`config.mk`:
```
export PLATFORM = sky130hd
export DESIGN_NAME = disp_irq_agg
export DESIGN_NICKNAME = d
export VERILOG_FILES = /design/src/rtl/disp_irq_pkg.sv /design/src/rtl/dia_rst_sync.sv /design/src/rtl/dia_ctrl_regs.sv /design/src/rtl/dia_capture.sv /design/src/rtl/dia_status.sv /design/src/rtl/disp_irq_agg.sv
export SDC_FILE = /design/constraint.sdc
export NUM_CORES = 1
export LEC_CHECK = 0
export ABC_CLOCK_PERIOD_IN_PS = 3100
export BUFFER_PORTS_ARGS = -buffer_cell sky130_fd_sc_hd__buf_4
export CELL_PAD_IN_SITES_DETAIL_PLACEMENT = 1
export CELL_PAD_IN_SITES_GLOBAL_PLACEMENT = 1
export CORE_ASPECT_RATIO = 0.6
export CORE_MARGIN = 2
export CORE_UTILIZATION = 38
export DETAILED_ROUTE_END_ITERATION = 12
export PLACE_DENSITY_LB_ADDON = 0.1
export SYNTH_ARGS = -nofsm -noshare
export SYNTH_HDL_FRONTEND = slang
export SYNTH_SLANG_ARGS = --single-unit
```
`constraint.sdc`:
```
create_clock -name clk -period 3.1 [get_ports clk]
set_input_delay 0.775 -clock clk [delete_from_list [all_inputs] [get_ports clk]]
set_output_delay 0.775 -clock clk [all_outputs]
set_load 0.1 [all_outputs]
```
`src/rtl/disp_irq_pkg.sv`:
```
package disp_irq_pkg;
  localparam int DW  = 32;
  localparam int S0W = 13;
  localparam int CW  = 10;

  // status A positions
  localparam int S0_DONE = 0;
  localparam int S0_SOF0 = 1;
  localparam int S0_BER  = 2;
  localparam int S0_ACB  = 3;
  localparam int S0_UND0 = 4;
  localparam int S0_UND1 = 5;
  localparam int S0_OUND = 6;
  localparam int S0_QD   = 7;
  localparam int S0_EOF0 = 8;
  localparam int S0_BRN0 = 9;
  localparam int S0_SINT = 10;
  localparam int S0_RDST = 11;
  localparam int S0_CMD  = 12;
  localparam int BCH_LSB = 28;

  // control positions
  localparam int C_EN    = 0;
  localparam int C_MDONE = 1;
  localparam int C_MSOF0 = 2;
  localparam int C_MUND0 = 3;
  localparam int C_MOUND = 4;
  localparam int C_MQD   = 5;
  localparam int C_MEOF0 = 6;
  localparam int C_MBRN0 = 7;
  localparam int C_MRDST = 8;
  localparam int C_MCMD  = 9;

  // auxiliary mask bit that masks ch1 underrun in status A
  localparam int M_UND1  = 24;

  localparam logic [S0W-1:0] S0_CLR_MASK = 13'h0FFF;
  localparam logic [DW-1:0]  S1_CLR_MASK = 32'h003E_3F3F;
  localparam logic [DW-1:0]  MASK_KEEP   = 32'h3F3F_3F3F;

  typedef enum logic [2:0] {
    A_CTRL  = 3'd0,
    A_MASK  = 3'd1,
    A_STATA = 3'd2,
    A_STATB = 3'd3,
    A_FID   = 3'd4
  } reg_addr_e;
endpackage

```
`src/rtl/dia_rst_sync.sv`:
```
module dia_rst_sync (
  input  logic clk,
  input  logic rst_ni,
  output logic rst_no
);
  logic [1:0] sync_q;

  always_ff @(posedge clk or negedge rst_ni) begin
    if (!rst_ni) sync_q <= 2'b00;
    else         sync_q <= {sync_q[0], 1'b1};
  end

  assign rst_no = sync_q[1];
endmodule

```
`src/rtl/dia_ctrl_regs.sv`:
```
module dia_ctrl_regs
  import disp_irq_pkg::*;
(
  input  logic          clk,
  input  logic          rst_n,
  input  logic          wr_ctrl,
  input  logic          wr_mask,
  input  logic [DW-1:0] wdata,
  output logic [CW-1:0] ctrl_q,
  output logic [DW-1:0] mask_q,
  output logic          qd_set
);
  logic [CW-1:0] ctrl_d;
  logic [DW-1:0] mask_d;

  always_comb begin
    ctrl_d = ctrl_q;
    mask_d = mask_q;
    if (wr_ctrl) ctrl_d = wdata[CW-1:0];
    if (wr_mask) mask_d = wdata & MASK_KEEP;
    qd_set = wr_ctrl & ctrl_q[C_EN] & ~wdata[C_EN];
  end

  always_ff @(posedge clk or negedge rst_n) begin
    if (!rst_n) begin
      ctrl_q <= '0;
      mask_q <= '0;
    end else begin
      if (wr_ctrl) ctrl_q <= ctrl_d;
      if (wr_mask) mask_q <= mask_d;
    end
  end


  mask_keep_chk: assert property (@(posedge clk) disable iff (!rst_n)
    wr_mask |=> (mask_q & ~MASK_KEEP) == '0);
endmodule

```
`src/rtl/dia_capture.sv`:
```
module dia_capture #(
  parameter int NCH = 7,
  parameter int IDW = 8
) (
  input  logic               clk,
  input  logic               rst_n,
  input  logic [NCH-1:0]     cap_i,
  input  logic [NCH*IDW-1:0] fid_flat,
  input  logic               irq_i,
  output logic [IDW-1:0]     fid_q,
  output logic               sint_set
);
  logic [IDW-1:0] sel_fid;
  logic           any_cap;
  logic           load_en;

  always_comb begin
    sel_fid = '0;
    for (int c = NCH - 1; c >= 0; c--) begin
      if (cap_i[c]) sel_fid = fid_flat[c*IDW +: IDW];
    end
    any_cap  = |cap_i;
    load_en  = any_cap & ~irq_i;
    sint_set = any_cap & irq_i;
  end

  always_ff @(posedge clk or negedge rst_n) begin
    if (!rst_n)       fid_q <= '0;
    else if (load_en) fid_q <= sel_fid;
  end


  fid_hold_chk: assert property (@(posedge clk) disable iff (!rst_n)
    (any_cap && irq_i) |=> $stable(fid_q));


  fid_idle_chk: assert property (@(posedge clk) disable iff (!rst_n)
    (cap_i == '0) |=> $stable(fid_q));
endmodule

```
`src/rtl/dia_status.sv`:
```
module dia_status
  import disp_irq_pkg::*;
#(
  parameter int NCH = 7
) (
  input  logic           clk,
  input  logic           rst_n,
  input  logic [NCH-1:0] ev_sof,
  input  logic [NCH-1:0] ev_eof,
  input  logic [NCH-1:0] ev_brn,
  input  logic [NCH-1:0] ev_und,
  input  logic           ev_berr,
  input  logic [2:0]     berr_ch,
  input  logic           ev_dis_done,
  input  logic           ev_acb,
  input  logic           ev_out_und,
  input  logic           ev_rdst,
  input  logic           ev_cmd,
  input  logic           qd_set,
  input  logic           sint_set,
  input  logic [S0W-1:0] clr_a,
  input  logic [DW-1:0]  clr_b,
  output logic [S0W-1:0] sta_q,
  output logic [2:0]     bch_q,
  output logic [DW-1:0]  stb_q
);
  logic [S0W-1:0] set_a, sta_d;
  logic [DW-1:0]  set_b, stb_d;
  logic [2:0]     bch_d;

  always_comb begin
    set_a          = '0;
    set_a[S0_DONE] = ev_dis_done;
    set_a[S0_SOF0] = ev_sof[0];
    set_a[S0_BER]  = ev_berr;
    set_a[S0_ACB]  = ev_acb;
    set_a[S0_UND0] = ev_und[0];
    set_a[S0_UND1] = ev_und[1];
    set_a[S0_OUND] = ev_out_und;
    set_a[S0_QD]   = qd_set;
    set_a[S0_EOF0] = ev_eof[0];
    set_a[S0_BRN0] = ev_brn[0];
    set_a[S0_SINT] = sint_set;
    set_a[S0_RDST] = ev_rdst;
    set_a[S0_CMD]  = ev_cmd;

    set_b = '0;
    for (int n = 1; n < NCH; n++) begin
      set_b[n-1]  = ev_sof[n];
      set_b[n+7]  = ev_eof[n];
      set_b[n+15] = ev_brn[n];
      if (n >= 2) set_b[n+23] = ev_und[n];
    end

    sta_d = (sta_q & ~clr_a) | set_a;
    stb_d = (stb_q & ~clr_b) | set_b;

    bch_d = bch_q;
    if (ev_berr)            bch_d = berr_ch;
    else if (clr_a[S0_BER]) bch_d = 3'd0;
  end

  always_ff @(posedge clk or negedge rst_n) begin
    if (!rst_n) begin
      sta_q <= '0;
      stb_q <= '0;
      bch_q <= '0;
    end else begin
      sta_q <= sta_d;
      stb_q <= stb_d;
      bch_q <= bch_d;
    end
  end


  sta_sticky_chk: assert property (@(posedge clk) disable iff (!rst_n)
    (clr_a == '0) |=> ((sta_q & $past(sta_q)) == $past(sta_q)));


  berr_field_chk: assert property (@(posedge clk) disable iff (!rst_n)
    ev_berr |=> (sta_q[S0_BER] && bch_q == $past(berr_ch)));


  stb_keep_chk: assert property (@(posedge clk) disable iff (!rst_n)
    1'b1 |=> ((stb_q & ~S1_CLR_MASK & $past(stb_q)) == ($past(stb_q) & ~S1_CLR_MASK)));


  berr_range_chk: assert property (@(posedge clk) disable iff (!rst_n)
    ev_berr |-> (int'(berr_ch) < NCH));
endmodule

```
`src/rtl/disp_irq_agg.sv`:
```
module disp_irq_agg
  import disp_irq_pkg::*;
#(
  parameter int NCH = 7,
  parameter int IDW = 8
) (
  input  logic               clk,
  input  logic               rst_ni,
  input  logic [NCH-1:0]     ev_sof,
  input  logic [NCH-1:0]     ev_eof,
  input  logic [NCH-1:0]     ev_brn,
  input  logic [NCH-1:0]     ev_und,
  input  logic               ev_berr,
  input  logic [2:0]         berr_ch,
  input  logic [NCH*IDW-1:0] fid_flat,
  input  logic               ev_dis_done,
  input  logic               ev_acb,
  input  logic               ev_out_und,
  input  logic               ev_rdst,
  input  logic               ev_cmd,
  input  logic               reg_wr,
  input  logic [2:0]         reg_addr,
  input  logic [DW-1:0]      reg_wdata,
  output logic [DW-1:0]      reg_rdata,
  output logic               irq
);
  localparam int PADW = DW - IDW;

  logic           rst_n;
  logic [CW-1:0]  ctrl_q;
  logic [DW-1:0]  mask_q;
  logic           qd_set, sint_set;
  logic [S0W-1:0] sta_q, clr_a, hit_a;
  logic [DW-1:0]  stb_q, clr_b;
  logic [2:0]     bch_q;
  logic [IDW-1:0] fid_q;
  logic [NCH-1:0] m_sof, m_eof, m_brn, cap;
  logic           wr_ctrl, wr_mask, wr_sta, wr_stb;

  dia_rst_sync u_rst (.clk(clk), .rst_ni(rst_ni), .rst_no(rst_n));

  always_comb begin
    wr_ctrl = reg_wr && (reg_addr == A_CTRL);
    wr_mask = reg_wr && (reg_addr == A_MASK);
    wr_sta  = reg_wr && (reg_addr == A_STATA);
    wr_stb  = reg_wr && (reg_addr == A_STATB);
    clr_a   = wr_sta ? (reg_wdata[S0W-1:0] & S0_CLR_MASK) : '0;
    clr_b   = wr_stb ? (reg_wdata & S1_CLR_MASK) : '0;
  end

  dia_ctrl_regs u_ctrl (
    .clk(clk), .rst_n(rst_n), .wr_ctrl(wr_ctrl), .wr_mask(wr_mask),
    .wdata(reg_wdata), .ctrl_q(ctrl_q), .mask_q(mask_q), .qd_set(qd_set)
  );

  // per-channel masks for the capture path
  always_comb begin
    m_sof[0] = ctrl_q[C_MSOF0];
    m_eof[0] = ctrl_q[C_MEOF0];
    m_brn[0] = ctrl_q[C_MBRN0];
    for (int n = 1; n < NCH; n++) begin
      m_sof[n] = mask_q[n-1];
      m_eof[n] = mask_q[n+7];
      m_brn[n] = mask_q[n+15];
    end
    for (int c = 0; c < NCH; c++) begin
      cap[c] = (ev_sof[c] & ~m_sof[c]) | (ev_eof[c] & ~m_eof[c]) |
               (ev_brn[c] & ~m_brn[c]) | (ev_berr && (int'(berr_ch) == c));
    end
  end

  dia_capture #(.NCH(NCH), .IDW(IDW)) u_cap (
    .clk(clk), .rst_n(rst_n), .cap_i(cap), .fid_flat(fid_flat),
    .irq_i(irq), .fid_q(fid_q), .sint_set(sint_set)
  );

  dia_status #(.NCH(NCH)) u_stat (
    .clk(clk), .rst_n(rst_n), .ev_sof(ev_sof), .ev_eof(ev_eof),
    .ev_brn(ev_brn), .ev_und(ev_und), .ev_berr(ev_berr), .berr_ch(berr_ch),
    .ev_dis_done(ev_dis_done), .ev_acb(ev_acb), .ev_out_und(ev_out_und),
    .ev_rdst(ev_rdst), .ev_cmd(ev_cmd), .qd_set(qd_set), .sint_set(sint_set),
    .clr_a(clr_a), .clr_b(clr_b), .sta_q(sta_q), .bch_q(bch_q), .stb_q(stb_q)
  );

  // interrupt level
  always_comb begin
    hit_a          = '0;
    hit_a[S0_DONE] = sta_q[S0_DONE] & ~ctrl_q[C_MDONE];
    hit_a[S0_SOF0] = sta_q[S0_SOF0] & ~ctrl_q[C_MSOF0];
    hit_a[S0_UND0] = sta_q[S0_UND0] & ~ctrl_q[C_MUND0];
    hit_a[S0_UND1] = sta_q[S0_UND1] & ~mask_q[M_UND1];
    hit_a[S0_OUND] = sta_q[S0_OUND] & ~ctrl_q[C_MOUND];
    hit_a[S0_QD]   = sta_q[S0_QD]   & ~ctrl_q[C_MQD];
    hit_a[S0_EOF0] = sta_q[S0_EOF0] & ~ctrl_q[C_MEOF0];
    hit_a[S0_BRN0] = sta_q[S0_BRN0] & ~ctrl_q[C_MBRN0];
    hit_a[S0_RDST] = sta_q[S0_RDST] & ~ctrl_q[C_MRDST];
    hit_a[S0_CMD]  = sta_q[S0_CMD]  & ~ctrl_q[C_MCMD];
    irq = (|hit_a) | (|(stb_q & ~mask_q));
  end

  // read path
  always_comb begin
    unique case (reg_addr)
      A_CTRL:  reg_rdata = {{(DW-CW){1'b0}}, ctrl_q};
      A_MASK:  reg_rdata = mask_q;
      A_STATA: reg_rdata = {1'b0, bch_q, {(BCH_LSB-S0W){1'b0}}, sta_q};
      A_STATB: reg_rdata = stb_q;
      A_FID:   reg_rdata = {{PADW{1'b0}}, fid_q};
      default: reg_rdata = '0;
    endcase
  end


  qd_set_chk: assert property (@(posedge clk) disable iff (!rst_n)
    (wr_ctrl && ctrl_q[C_EN] && !reg_wdata[C_EN]) |=> sta_q[S0_QD]);


  sint_flag_chk: assert property (@(posedge clk) disable iff (!rst_n)
    ((|cap) && irq) |=> sta_q[S0_SINT]);


  irq_quiet_chk: assert property (@(posedge clk) disable iff (!rst_n)
    (sta_q == '0 && stb_q == '0) |-> !irq);
endmodule

```
* After elaboration in Yosys (flattened, before gate mapping)
Cells that the tools add are included.
Word-level totals: output and inout bits 33, register bits after elaboration 92, logic and storage cells 141, bits of input ports 131
Cells by class: mux-type cells 12, reductions and logical operators 17, eq/ne operators 10, bitwise logic cells 95
Operators with widths (number):
- 32-bit one-hot mux with 5 select lines | 1
- 32-bit bitwise AND | 2
- 8-bit two-way mux | 7
- 1-bit bitwise AND | 35
- 22-bit inverter with 32-bit output | 1
- 30-bit inverter with 32-bit output | 1
- 32-bit by 30-bit OR with 32-bit output | 1
- 32-bit OR reduction | 1
- 1-bit inverter | 30
- 22-bit two-way mux | 1
- 1-bit OR | 22
- 3-bit equality test, second input constant | 5
- 13-bit bitwise AND | 1
- 12-bit inverter with 13-bit output | 1
- 13-bit OR | 1
- 3-bit by 2-bit equality test with 1-bit output, second input constant | 4
- 12-bit two-way mux | 1
- 1-bit logical AND | 11
- 10-bit OR reduction | 1
- 7-bit OR reduction | 1
- 3-bit zero test | 2
- 3-bit two-way mux | 2
- 3-bit by 1-bit equality test with 1-bit output, second input constant | 1
- 2-bit nonzero test | 1

* Longest topological paths before layout
Gate-level depths: netlist (run 1).
depth after elaboration 12, depth in mapped cells 9, mapped depth without buffers 6

* Cells and area by module
Synthesis (run 1) repeated with hierarchy kept, for this count alone.
Unflattened totals: cells, all modules 565, area total of the unflattened synthesis 5699.2 um2
By module, submodules not included:
- dia_status | instances 1, cells an instance 133, area an instance 1696.6 um2
- disp_irq_agg | instances 1, cells an instance 232, area an instance 1542.7 um2
- dia_ctrl_regs | instances 1, cells an instance 82, area an instance 1437.6 um2
- dia_capture | instances 1, cells an instance 115, area an instance 968.4 um2
- dia_rst_sync | instances 1, cells an instance 3, area an instance 53.8 um2

* Worst setup path after synthesis (run 1)
OpenSTA, ideal clock, no wires.
path kind input to output, start point input port reg_addr[1], end point output port reg_rdata[24], arrival 3.778 ns, stages on the path 4, slack -1.453 ns, cell sequence clkbuf_1 > buf_1 > buf_1 > nor3b_1
Between the ends: longest elaborated chain between the ends 2, elaborated cells on any way between the ends 6, those cells by class eq/ne: 4; mux: 1; reduce/logical: 1
Ends and longest elaborated chain:
- start: declaration | RTL line disp_irq_agg.sv:22 | input logic [2:0] reg_addr,
- 3-bit equality test (tied with other cells) | RTL line disp_irq_agg.sv:103 | unique case (reg_addr)
- 32-bit one-hot mux with 5 select lines * | RTL line disp_irq_agg.sv:103
- end: declaration | RTL line disp_irq_agg.sv:24 | output logic [DW-1:0] reg_rdata,
Mark *: on every way between the ends. The rest lies on a longest branch, timed or not.

* Worst setup path after layout (run 1)
start point input port ev_berr, end point register u_cap.fid_q[6]
Between the ends: longest elaborated chain between the ends 9, elaborated cells on any way between the ends 23, those cells by class mux: 7; bitwise: 8; reduce/logical: 8
Ends and longest elaborated chain:
- start: declaration | RTL line disp_irq_agg.sv:13 | input logic ev_berr,
- 1-bit logical AND | RTL line disp_irq_agg.sv:68 | (ev_brn[c] & ~m_brn[c]) | (ev_berr && (int'(berr_ch) == c));
- 1-bit OR | RTL line disp_irq_agg.sv:68
- 8-bit two-way mux (7 in series) | RTL line dia_capture.sv:20 | if (cap_i[c]) sel_fid = fid_flat[c*IDW +: IDW];
- end signal: assignment | RTL line dia_capture.sv:29 | else if (load_en) fid_q <= sel_fid;
- end: declaration | RTL line dia_capture.sv:10 | output logic [IDW-1:0] fid_q,
Several ways; a longest one is shown, not always the timed one. A chain may end at the register's enable or synchronous reset.

==> results of run 1 <==
-- cells by family after synthesis --
family                 synth area share (%)
buffers and inverters                  5.31
flip-flops                             42.3
multiplexers                           15.4
other                                 0.153
AND/OR/NAND/NOR                        18.0
AO/OA/AOI/OAI                          18.8
-- worst max path at each step --
stage / cells after the start / to / from / slack, ns
after floorplan: 3 / reg_rdata[8] / reg_addr[2] / -0.40
after detailed placement: 8 / u_cap.fid_q[6] / ev_berr / -0.11
after global routing: 5 / irq / u_ctrl.ctrl_q[2] / 0.003
final: 8 / u_cap.fid_q[6] / ev_berr / 0.16
after global placement: 8 / u_cap.fid_q[5] / ev_berr / 0.003
after CTS: 6 / reg_rdata[29] / reg_addr[1] / 0.17
-- synthesized netlist by cell type (10+ instances only) --
cell type / n
inv_1: 28
nor2b_1: 21
dfrtp_1: 83
mux2_2: 42
o22ai_1: 10
nor3b_1: 12
nand2b_1: 20
clkbuf_1: 20
a21o_1: 32
nor2_1: 28
nand2_1: 52
or2_2: 15
mux2i_1: 22
o21ai_0: 24
-- sequential cells by signal, summed over array words and instances (netlist names) --
signal         cells
u_ctrl.mask_q     24
u_stat.stb_q      23
u_stat.sta_q      13
u_ctrl.ctrl_q     10
u_cap.fid_q        8
u_stat.bch_q       3
u_rst.sync_q       2
-- where the power goes --
group	total, mW	internal, mW	switching, mW	leakage (nW)
Combinational	1.22	0.496	0.727	2.03
Sequential	1.33	1.21	0.120	0.887
Clock	1.18	0.749	0.435	0.159
Total	3.73	2.45	1.28	3.08
-- per-layer routing --
metal,up-vias,part of all wire [%],GRT usage [%]
met5,-,0,0
met2,146,46,43.9
met1,2355,47,40.0
met3,13,5.3,5.12
met4,0,0.75,4.05
li1,2126,-,-
-- through the flow --
step / hold WS [ns] / power [mW] / cell area (um^2)
3_5_place_dp: 0.303 / 2.56 / 6640
5_1_grt: 0.194 / 3.90 / 6970
2_1_floorplan: 0.331 / 2.10 / 5120
4_1_cts: 0.205 / 3.75 / 6970
6_report: 0.211 / 3.73 / 6970
3_3_place_gp: 0.295 / 2.51 / 6640
-- area by class of cell --
| cell class | count | area (um^2) | area share [%] |
|---|---|---|---|
| sequential | 83 | 2080 | 29.9 |
| multi-input combinational | 359 | 2780 | 39.9 |
| inverter | 28 | 105 | 1.51 |
| timing repair buffer | 191 | 1460 | 20.9 |
| tap | 170 | 213 | 3.05 |
| clock buffer | 12 | 256 | 3.68 |
| clock inverter | 4 | 72.6 | 1.04 |
-- critical path, delay by kind of cell --
kind                   cells  cell delay, ns
AOI/OAI and AO/OA          4            1.48
buffers and inverters      2            0.37
muxes                      1            0.27
and+or+nand+nor            1            0.25
==> metrics.cfg, run 1 <==
[clock_tree]
hold_buffers = 0
clk_latency_ns = 0.33
clock_sinks = 83
root_buffer = clkbuf_16
cts.htree.levels = 3
cts_tree = done
clkSlewWorstSetupHoldPaths_ns = 0.06
cts-buffers-inserted = 9
post_cts_resized = 0
clock_tree.buffer_depth = 2
cts_setup_buffers = 0

[worst_setup_path]
worstPathCellList = buf_4, and2_1, a2111oi_4, o311ai_0, buf_4, a311oi_1, o21ai_1, mux2_4
path_common_cell = buf_4
cp.arrival_ns = 3.16
cp-start-kind = input port
cp.required_ns = 3.32
rr_startpoint = u_ctrl.mask_q[12]
timing.rr.end = u_cap.fid_q[0]
max_stage_delay_ns = 0.68
crit_fanout = 8
r2r_setup_slack_ns = 0.50
critPathKind = in -> reg
crit_slowest_cell = a2111oi_4
reg2reg_depth = 6
end_kind = register

[global_routing]
grt_pass1_vias = 4987
track_usage_pct = 27.6
grt_pass1_wl_um = 28500
grt_antenna_before_repair = 0
grt-ovfl-total = 0
grt_max_degree = 34

[logic_synthesis]
yosys-top-cells-area = dfrtp_1, mux2_2, a21o_1, mux2i_1, nand2_1
synth-edff-count = 0
yosysTopAreaCell = dfrtp_1
yosysUniqueCellTypes = 52
async_flop_share_pct = 100
synth_seq_area_share_pct = 42.3
yosys_register_bits = 83
syn-instance-count = 498
synth_top_cell_area_share_pct = 42.3
ys_warn_count = 0
syn_avg_cell_area_um2 = 9.85
synth_ff_type = dfrtp_1
syn_area_mm2 = 0.00490

[placement]
gp_congestion = 0.884
hpwl_um = 14400
pre_cts_ws_ns = -0.110
dp.cells = 831
portBuffers = 152

[die]
die_h_um = 92
die_area_mm2 = 0.0139
start_util_pct = 38.5
rows = 32
ios = 164
die_x_um = 151
core_area_mm2 = 0.0127

[pwr]
ir_worst_vdd_uv = 297
cellLeakagePower_nw = 3.08
powerDensity_mw_per_mm2 = 536

[final_layout]
final_common_cell = buf_4
mostFrequentLayoutCells = buf_4, dfrtp_1, nand2_1
drive_gt1_share_pct = 44.6
nFillCells = 1454
fin_util_pct = 54.7
area_delta_synth_final_pct = 42.0
antenna_cells = 0
final_net_count = 803
final_cells = 847

[sta]
fmax_mhz = 340
final-max-slew-violation-count = 0
hold_viol_final = 0
clock_skew_ns = 0.00516
setup_violations = 0
final.setup.tns_ns = 0
rsz0062_at_grt = false
worstMarginPinSlew_ns = 0.657
slew_headroom_pct = 55.6
fin_crit_sh_pct = 94.8
timing.final.ws_setup_ns = 0.163
finalWorstPathRequiredPeriod_ns = 2.94

[drt]
route.detailed.drc = 0
post_drt_wl_per_cell_um = 21.7
vias = 4640
viasPerCell = 5.48
routed_wl_um = 18400
final_antenna_net_count = 0
drt_iter0_markers = 198
dr.pass1.iters = 4

[run_status]
status = completed

[hold_path]
hp-class = in -> async

[run]
drv_cap = 0

No activity file was read; power rests on OpenSTA's default activity.
==> inputs of run 2 (changes only) <==
==> constraint.sdc (replaced) <==
create_clock -name clk -period 3.1 [get_ports clk]
set_input_delay 0.155 -clock clk [delete_from_list [all_inputs] [get_ports clk]]
set_output_delay 0.155 -clock clk [all_outputs]
set_load 0.1 [all_outputs]
==> metrics.cfg, run 2 (synthesis gave the netlist of run 1 again) <==
[clock_tree]
root_buffer = clkbuf_16
clkSlewWorstSetupHoldPaths_ns = 0.06  ; about the same
cts.htree.levels = 3  ; unchanged
clock_sinks = 83  ; unchanged
post_cts_resized = 0  ; unchanged
cts_tree = done
clock_tree.buffer_depth = 2  ; unchanged
clk_latency_ns = 0.35  ; +0.02 ns
cts-buffers-inserted = 9  ; unchanged

[sta]
setup_violations = 0  ; unchanged
final-max-slew-violation-count = 0  ; unchanged
finalWorstPathRequiredPeriod_ns = 2.81  ; -0.130 ns
rsz0062_at_grt = false
final.setup.tns_ns = 0  ; unchanged
worstMarginPinSlew_ns = 0.818  ; +0.161 ns
clock_skew_ns = 0.00769  ; +0.00252 ns
hold_ws_ns = 0.00449  ; -0.206 ns
slew_headroom_pct = 44.7  ; -11 points
hold_viol_final = 0  ; unchanged
fin_crit_sh_pct = 90.6  ; -4.2 points
fmax_mhz = 356  ; +4.6%

[global_routing]
grt_antenna_before_repair = 0  ; unchanged
grt-ovfl-total = 0  ; unchanged
grt_pass1_wl_um = 27200  ; -4.5%
grt_pass1_vias = 4778  ; -4.2%
track_usage_pct = 26.6  ; -0.97 points
grt_max_degree = 57  ; +68%

[hold_path]
hp-class = in -> reg
hold_depth = 2
hold_start = ev_und[3]
min_to = u_stat.stb_q[26]

[die]
rows = 32  ; unchanged
ios = 164  ; unchanged
die_h_um = 92  ; unchanged
die_x_um = 151  ; unchanged
die_area_mm2 = 0.0139  ; unchanged
start_util_pct = 38.5  ; unchanged
core_area_mm2 = 0.0127  ; unchanged

[worst_setup_path]
r2r_setup_slack_ns = 0.44  ; -0.06 ns
cp-start-kind = input port
crit_slowest_cell = o311ai_0
cpLargestDelayFamily = compound AO/OA/AOI/OAI gates
timing.rr.end = u_cap.fid_q[6]
reg2reg_depth = 6  ; unchanged
cp.required_ns = 3.39  ; +0.07 ns
worstPathCellList = dlygate4sd3_1, buf_4, nor2b_1, or4_1, o311ai_0, a311oi_1, o21ai_1, mux2_4
end_kind = register
max_stage_delay_ns = 0.78  ; +0.10 ns
cp.arrival_ns = 3.10  ; -0.06 ns
critPathKind = in -> reg
rr_startpoint = u_ctrl.mask_q[4]
worst-path-buf-inv = 2  ; unchanged
crit_fanout = 9  ; +1

[drt]
dr.pass1.iters = 5  ; +1
routed_wl_um = 18000  ; -2.0%
vias = 4629  ; -0.24%
viasPerCell = 5.49  ; +0.24%
drt_iter0_markers = 227  ; +15%
route.detailed.drc = 0  ; unchanged
post_drt_wl_per_cell_um = 21.4  ; -1.5%
final_antenna_net_count = 0  ; unchanged

[final_layout]
drive_gt1_share_pct = 38.0  ; -6.6 points
largest_reg_flops = 24  ; unchanged
antenna_cells = 0  ; unchanged
mostFrequentLayoutCells = buf_4, dfrtp_1, nand2_1
final_net_count = 799  ; -0.50%
multi_input_area_mm2 = 0.00259  ; -6.8%
largestRegisters = u_ctrl.mask_q (24), u_stat.stb_q (23), u_stat.sta_q (13)
area_delta_synth_final_pct = 36.8
nFillCells = 1470  ; +1.1%
regArea_mm2 = 0.00208  ; unchanged
final_common_cell = buf_4
largest-register = u_ctrl.mask_q

[placement]
gp_congestion = 0.860  ; -2.7%
portBuffers = 152  ; unchanged
hpwl_um = 13700  ; -5.2%

[pwr]
ir_worst_vdd_uv = 240  ; -19%
powerDensity_mw_per_mm2 = 517  ; -3.4%
cellLeakagePower_nw = 2.99  ; -3.0%

[run_status]
status = completed

[run]
drv_cap = 0  ; unchanged

## run 2: cell types whose count changed in the layout (fill, tap and decap cells not counted), moves of 2 or more
cell,delta
o22ai_4,-5
o22ai_1,+5
nor2_4,-13
buf_4,-19
bufinv_16,-2
buf_12,-2
dlygate4sd3_1,+17
nor2_2,-4
clkinvlp_4,+2
nor2_1,+17
clkbuf_8,-2
## run 2: power breakdown
| group | internal, mW | switching, mW |
|---|---|---|
| registers | 1.21 | 0.122 |
| logic | 0.459 | 0.681 |
| clock network | 0.543 | 0.460 |
| total | 2.21 | 1.26 |
## run 2: timing repair
item	CTS	global route
hold buffers	16	1
setup endpoints to repair	0	1
hold endpoints to repair	17	1
setup buffers	0	5
## run 2: through the flow
stage / utilization (%) / power (mW) / setup WS, ns / std cells / cell area [um^2]
floorplan: - / 2.04 / 0.115 / 502 / 4920
global placement: 48.9 / 2.41 / 0.390 / 805 / 6230
detailed placement: 48.9 / 2.44 / 0.275 / 805 / 6230
CTS: 52.3 / 3.46 / 0.236 / 837 / 6660
global route: 52.7 / 3.63 / 0.215 / 843 / 6710
finish: 52.7 / 3.47 / 0.292 / 843 / 6710
## run 2: worst max path at each step
stage	to	from	cells after the start	slack, ns
after floorplan	u_cap.fid_q[6]	u_stat.sta_q[11]	7	0.11
after global placement	u_cap.fid_q[6]	ev_berr	7	0.39
after detailed placement	u_cap.fid_q[7]	ev_berr	7	0.28
after CTS	u_cap.fid_q[1]	ev_brn[4]	8	0.24
after global routing	u_cap.fid_q[6]	ev_brn[5]	8	0.22
final	u_cap.fid_q[6]	ev_eof[5]	8	0.29
## run 2: per-layer routing
| layer | GRT usage, % | routed length [um] |
|---|---|---|
| met4 | 5.76 | 189 |
| met2 | 39.8 | 8150 |
| met5 | 0 | 0 |
| met3 | 5.97 | 1090 |
| met1 | 39.4 | 8580 |
## run 2: worst register-to-register path, cell delays in order (launching register included)
cell and delay (ns):
dfrtp_1 0.38, nor2b_1 0.16, or4_1 0.71, o311ai_0 0.78, a311oi_1 0.25, o21ai_1 0.18, mux2_4 0.15
## run 2: cell type report
class                           instances  share of cell area, %
Clock inverter                          6                  0.616
Timing Repair Buffer                  187                   21.6
Clock buffer                           10                   3.41
Multi-Input combinational cell        359                   38.6
Inverter                               28                   1.57
Sequential cell                        83                   31.0
Tap cell                              170                   3.17
==> inputs of run 3 (changes only) <==
Settings changed: ABC_CLOCK_PERIOD_IN_PS 3100 to 2400, CORE_UTILIZATION 38 to 34, GPL_TIMING_DRIVEN set to 0.
Clock period 3.1 ns to 2.4 ns, I/O delays scaled along.
==> metrics.cfg, run 3 (synthesis gave the netlist of run 1 again) <==
[run_status]
status = completed

[pwr]
ir_worst_vdd_uv = 325  ; +35%
powerDensity_mw_per_mm2 = 661  ; +28%
cellLeakagePower_nw = 3.15  ; +5.6%
power_mw = 4.75  ; +37%

[hold_path]
hp-class = in -> reg

[sta]
finalWorstPathRequiredPeriod_ns = 2.33
hold_viol_final = 0  ; unchanged
fmax_mhz = 428
clock_skew_ns = 0.0124  ; +0.00470 ns
hold_ws_ns = 0.00909  ; +0.00460 ns
final-max-slew-violation-count = 0  ; unchanged
fin_crit_sh_pct = 97.3
worstMarginPinSlew_ns = 0.923  ; +0.104 ns
setup_violations = 0  ; unchanged
slew_headroom_pct = 38.0  ; -6.7 points

[final_layout]
final_net_count = 832  ; +4.1%
final_common_cell = buf_4
drive_gt1_share_pct = 41.8  ; +3.7 points
area_delta_synth_final_pct = 46.5
mostFrequentLayoutCells = buf_4, dfrtp_1, nand2_1
nFillCells = 1587  ; +8.0%
antenna_cells = 0  ; unchanged
largest_reg_flops = 24  ; unchanged
largest-register = u_ctrl.mask_q
largestRegisters = u_ctrl.mask_q (24), u_stat.stb_q (23), u_stat.sta_q (13)

[drt]
wl_met1_um = 9540  ; +11%
dr.pass1.iters = 4  ; -1
wl_met3_um = 1070  ; -2.0%
vias = 4795  ; +3.6%
wl_met2_um = 8780  ; +7.8%
viasPerCell = 5.34  ; -2.8%
route.detailed.drc = 0  ; unchanged
drt_iter0_markers = 289  ; +27%
routed_wl_um = 19500  ; +8.2%
post_drt_wl_per_cell_um = 21.7  ; +1.6%
highest_layer = met4
final_antenna_net_count = 0  ; unchanged

[placement]
gp_congestion = 0.858  ; -0.26%
hpwl_um = 14700  ; +7.3%
portBuffers = 151  ; -0.66%

[worst_setup_path]
max_stage_delay_ns = 0.53  ; -0.25 ns
cp.required_ns = 2.63  ; -0.76 ns
worstPathCellList = dlygate4sd3_1, buf_4, nor2b_4, a2111oi_4, buf_4, nand2_1, nor3b_2, a31o_2, buf_8, mux2_2
end_kind = register
critPathKind = in -> reg
timing.rr.end = u_cap.fid_q[5]
reg2reg_depth = 6  ; unchanged
rr_startpoint = u_ctrl.mask_q[1]
r2r_setup_slack_ns = 0.08  ; -0.36 ns
crit_fanout = 8  ; -1
startpoint = ev_brn[4]
crit_slowest_cell = dlygate4sd3_1
endpoint = u_cap.fid_q[5]
cp.arrival_ns = 2.57  ; -0.53 ns
path_common_cell = buf_4
cp-start-kind = input port

[clock_tree]
cts_tree = done
root_buffer = clkbuf_16
clk_latency_ns = 0.35  ; about the same
clock_tree.buffer_depth = 2  ; unchanged
cts.htree.levels = 3  ; unchanged
clkSlewWorstSetupHoldPaths_ns = 0.07  ; about the same
cts-buffers-inserted = 9  ; unchanged
clock_sinks = 83  ; unchanged

[global_routing]
grt_pass1_vias = 5180  ; +8.4%
track_usage_pct = 25.4  ; -1.2 points
grt_pass1_wl_um = 29800  ; +9.5%
grt-ovfl-total = 0  ; unchanged
grt_max_degree = 69  ; +21%
grt_antenna_before_repair = 0  ; unchanged

[run]
drv_cap = 0  ; unchanged

[die]
rows = 33  ; +3.1%
die_area_mm2 = 0.0154  ; +11%
die_x_um = 159  ; +5.6%
die_h_um = 97.0  ; +5.5%
core_area_mm2 = 0.0139  ; +9.0%
start_util_pct = 35.4  ; -3.2 points
ios = 164  ; unchanged

[run 3: cell types whose count changed in the layout (fill, tap and decap cells not counted), sizes merged]
cell / before / now
bufinv: 0 / 1
or4: 2 / 3
clkbuf: 10 / 23
dlygate4sd3: 17 / 33
clkinvlp: 3 / 2
buf: 170 / 173
inv: 29 / 30
clkinv: 2 / 1
[run 3: worst min-delay path by stage]
stage / start / end / cells after the start
final: reg_wdata[26] / u_ctrl.mask_q[26] / 2
after global routing: reg_wdata[27] / u_ctrl.mask_q[27] / 2
after CTS: reg_wdata[18] / u_ctrl.mask_q[18] / 3
after detailed placement: rst_ni / u_rst.sync_q[0] / 1
after global placement: rst_ni / u_rst.sync_q[0] / 1
after floorplan: rst_ni / u_rst.sync_q[0] / 0
[run 3: what timing repair did]
action	in CTS	in global routing
hold buffers	33	0
hold endpoints to repair	34	0
pin swaps	1	9
cloned	0	1
setup buffers	3	5
gates resized for setup	17	20
endpoints found under the setup margin	33	8
[run 3: area by class of cell]
cell class | count | area, um^2 | share of cell area [%]
inverters | 28 | 105 | 1.46
plain buffers | 26 | 150 | 2.09
flip-flops and latches | 83 | 2080 | 29.0
clock inverters | 6 | 71.3 | 0.993
clock buffers | 10 | 229 | 3.19
well taps | 192 | 240 | 3.34
repair buffers | 193 | 1550 | 21.6
multi-input cells | 360 | 2760 | 38.4
[run 3: critical path: cells and delay by family]
family          cells  cell delay [ns]
mux                 1             0.34
compound gates      2             0.64
simple gates        3             0.42
buf+inv             4             1.03
[run 3: through the flow]
stage / setup WS, ns / utilization (%) / TNS (ns) / instance area, um^2 / cells
2_1_floorplan: -0.579 / - / -4.58 / 5000 / 502
3_3_place_gp: -0.596 / 46.0 / -14.84 / 6380 / 845
3_5_place_dp: -0.587 / 46.2 / -15.24 / 6410 / 846
4_1_cts: 0.0133 / 51.2 / 0 / 7100 / 895
5_1_grt: -0.0175 / 51.8 / -0.0623 / 7190 / 898
6_report: 0.0655 / 51.8 / 0 / 7190 / 898
[run 3: report_power, final]
part           internal (mW)  leakage [nW]  total (mW)  switching, mW
Sequential              1.56         0.887        1.71          0.149
Combinational          0.658          2.13        1.61          0.954
Clock                  0.817         0.140        1.43          0.614
[run 3: per-layer routing]
| metal | vias to the layer above | GRT usage [%] |
|---|---|---|
| met3 | 11 | 5.23 |
| met2 | 149 | 39.1 |
| met5 | - | 0 |
| met4 | 0 | 3.57 |
| li1 | 2175 | - |
| met1 | 2460 | 37.5 |
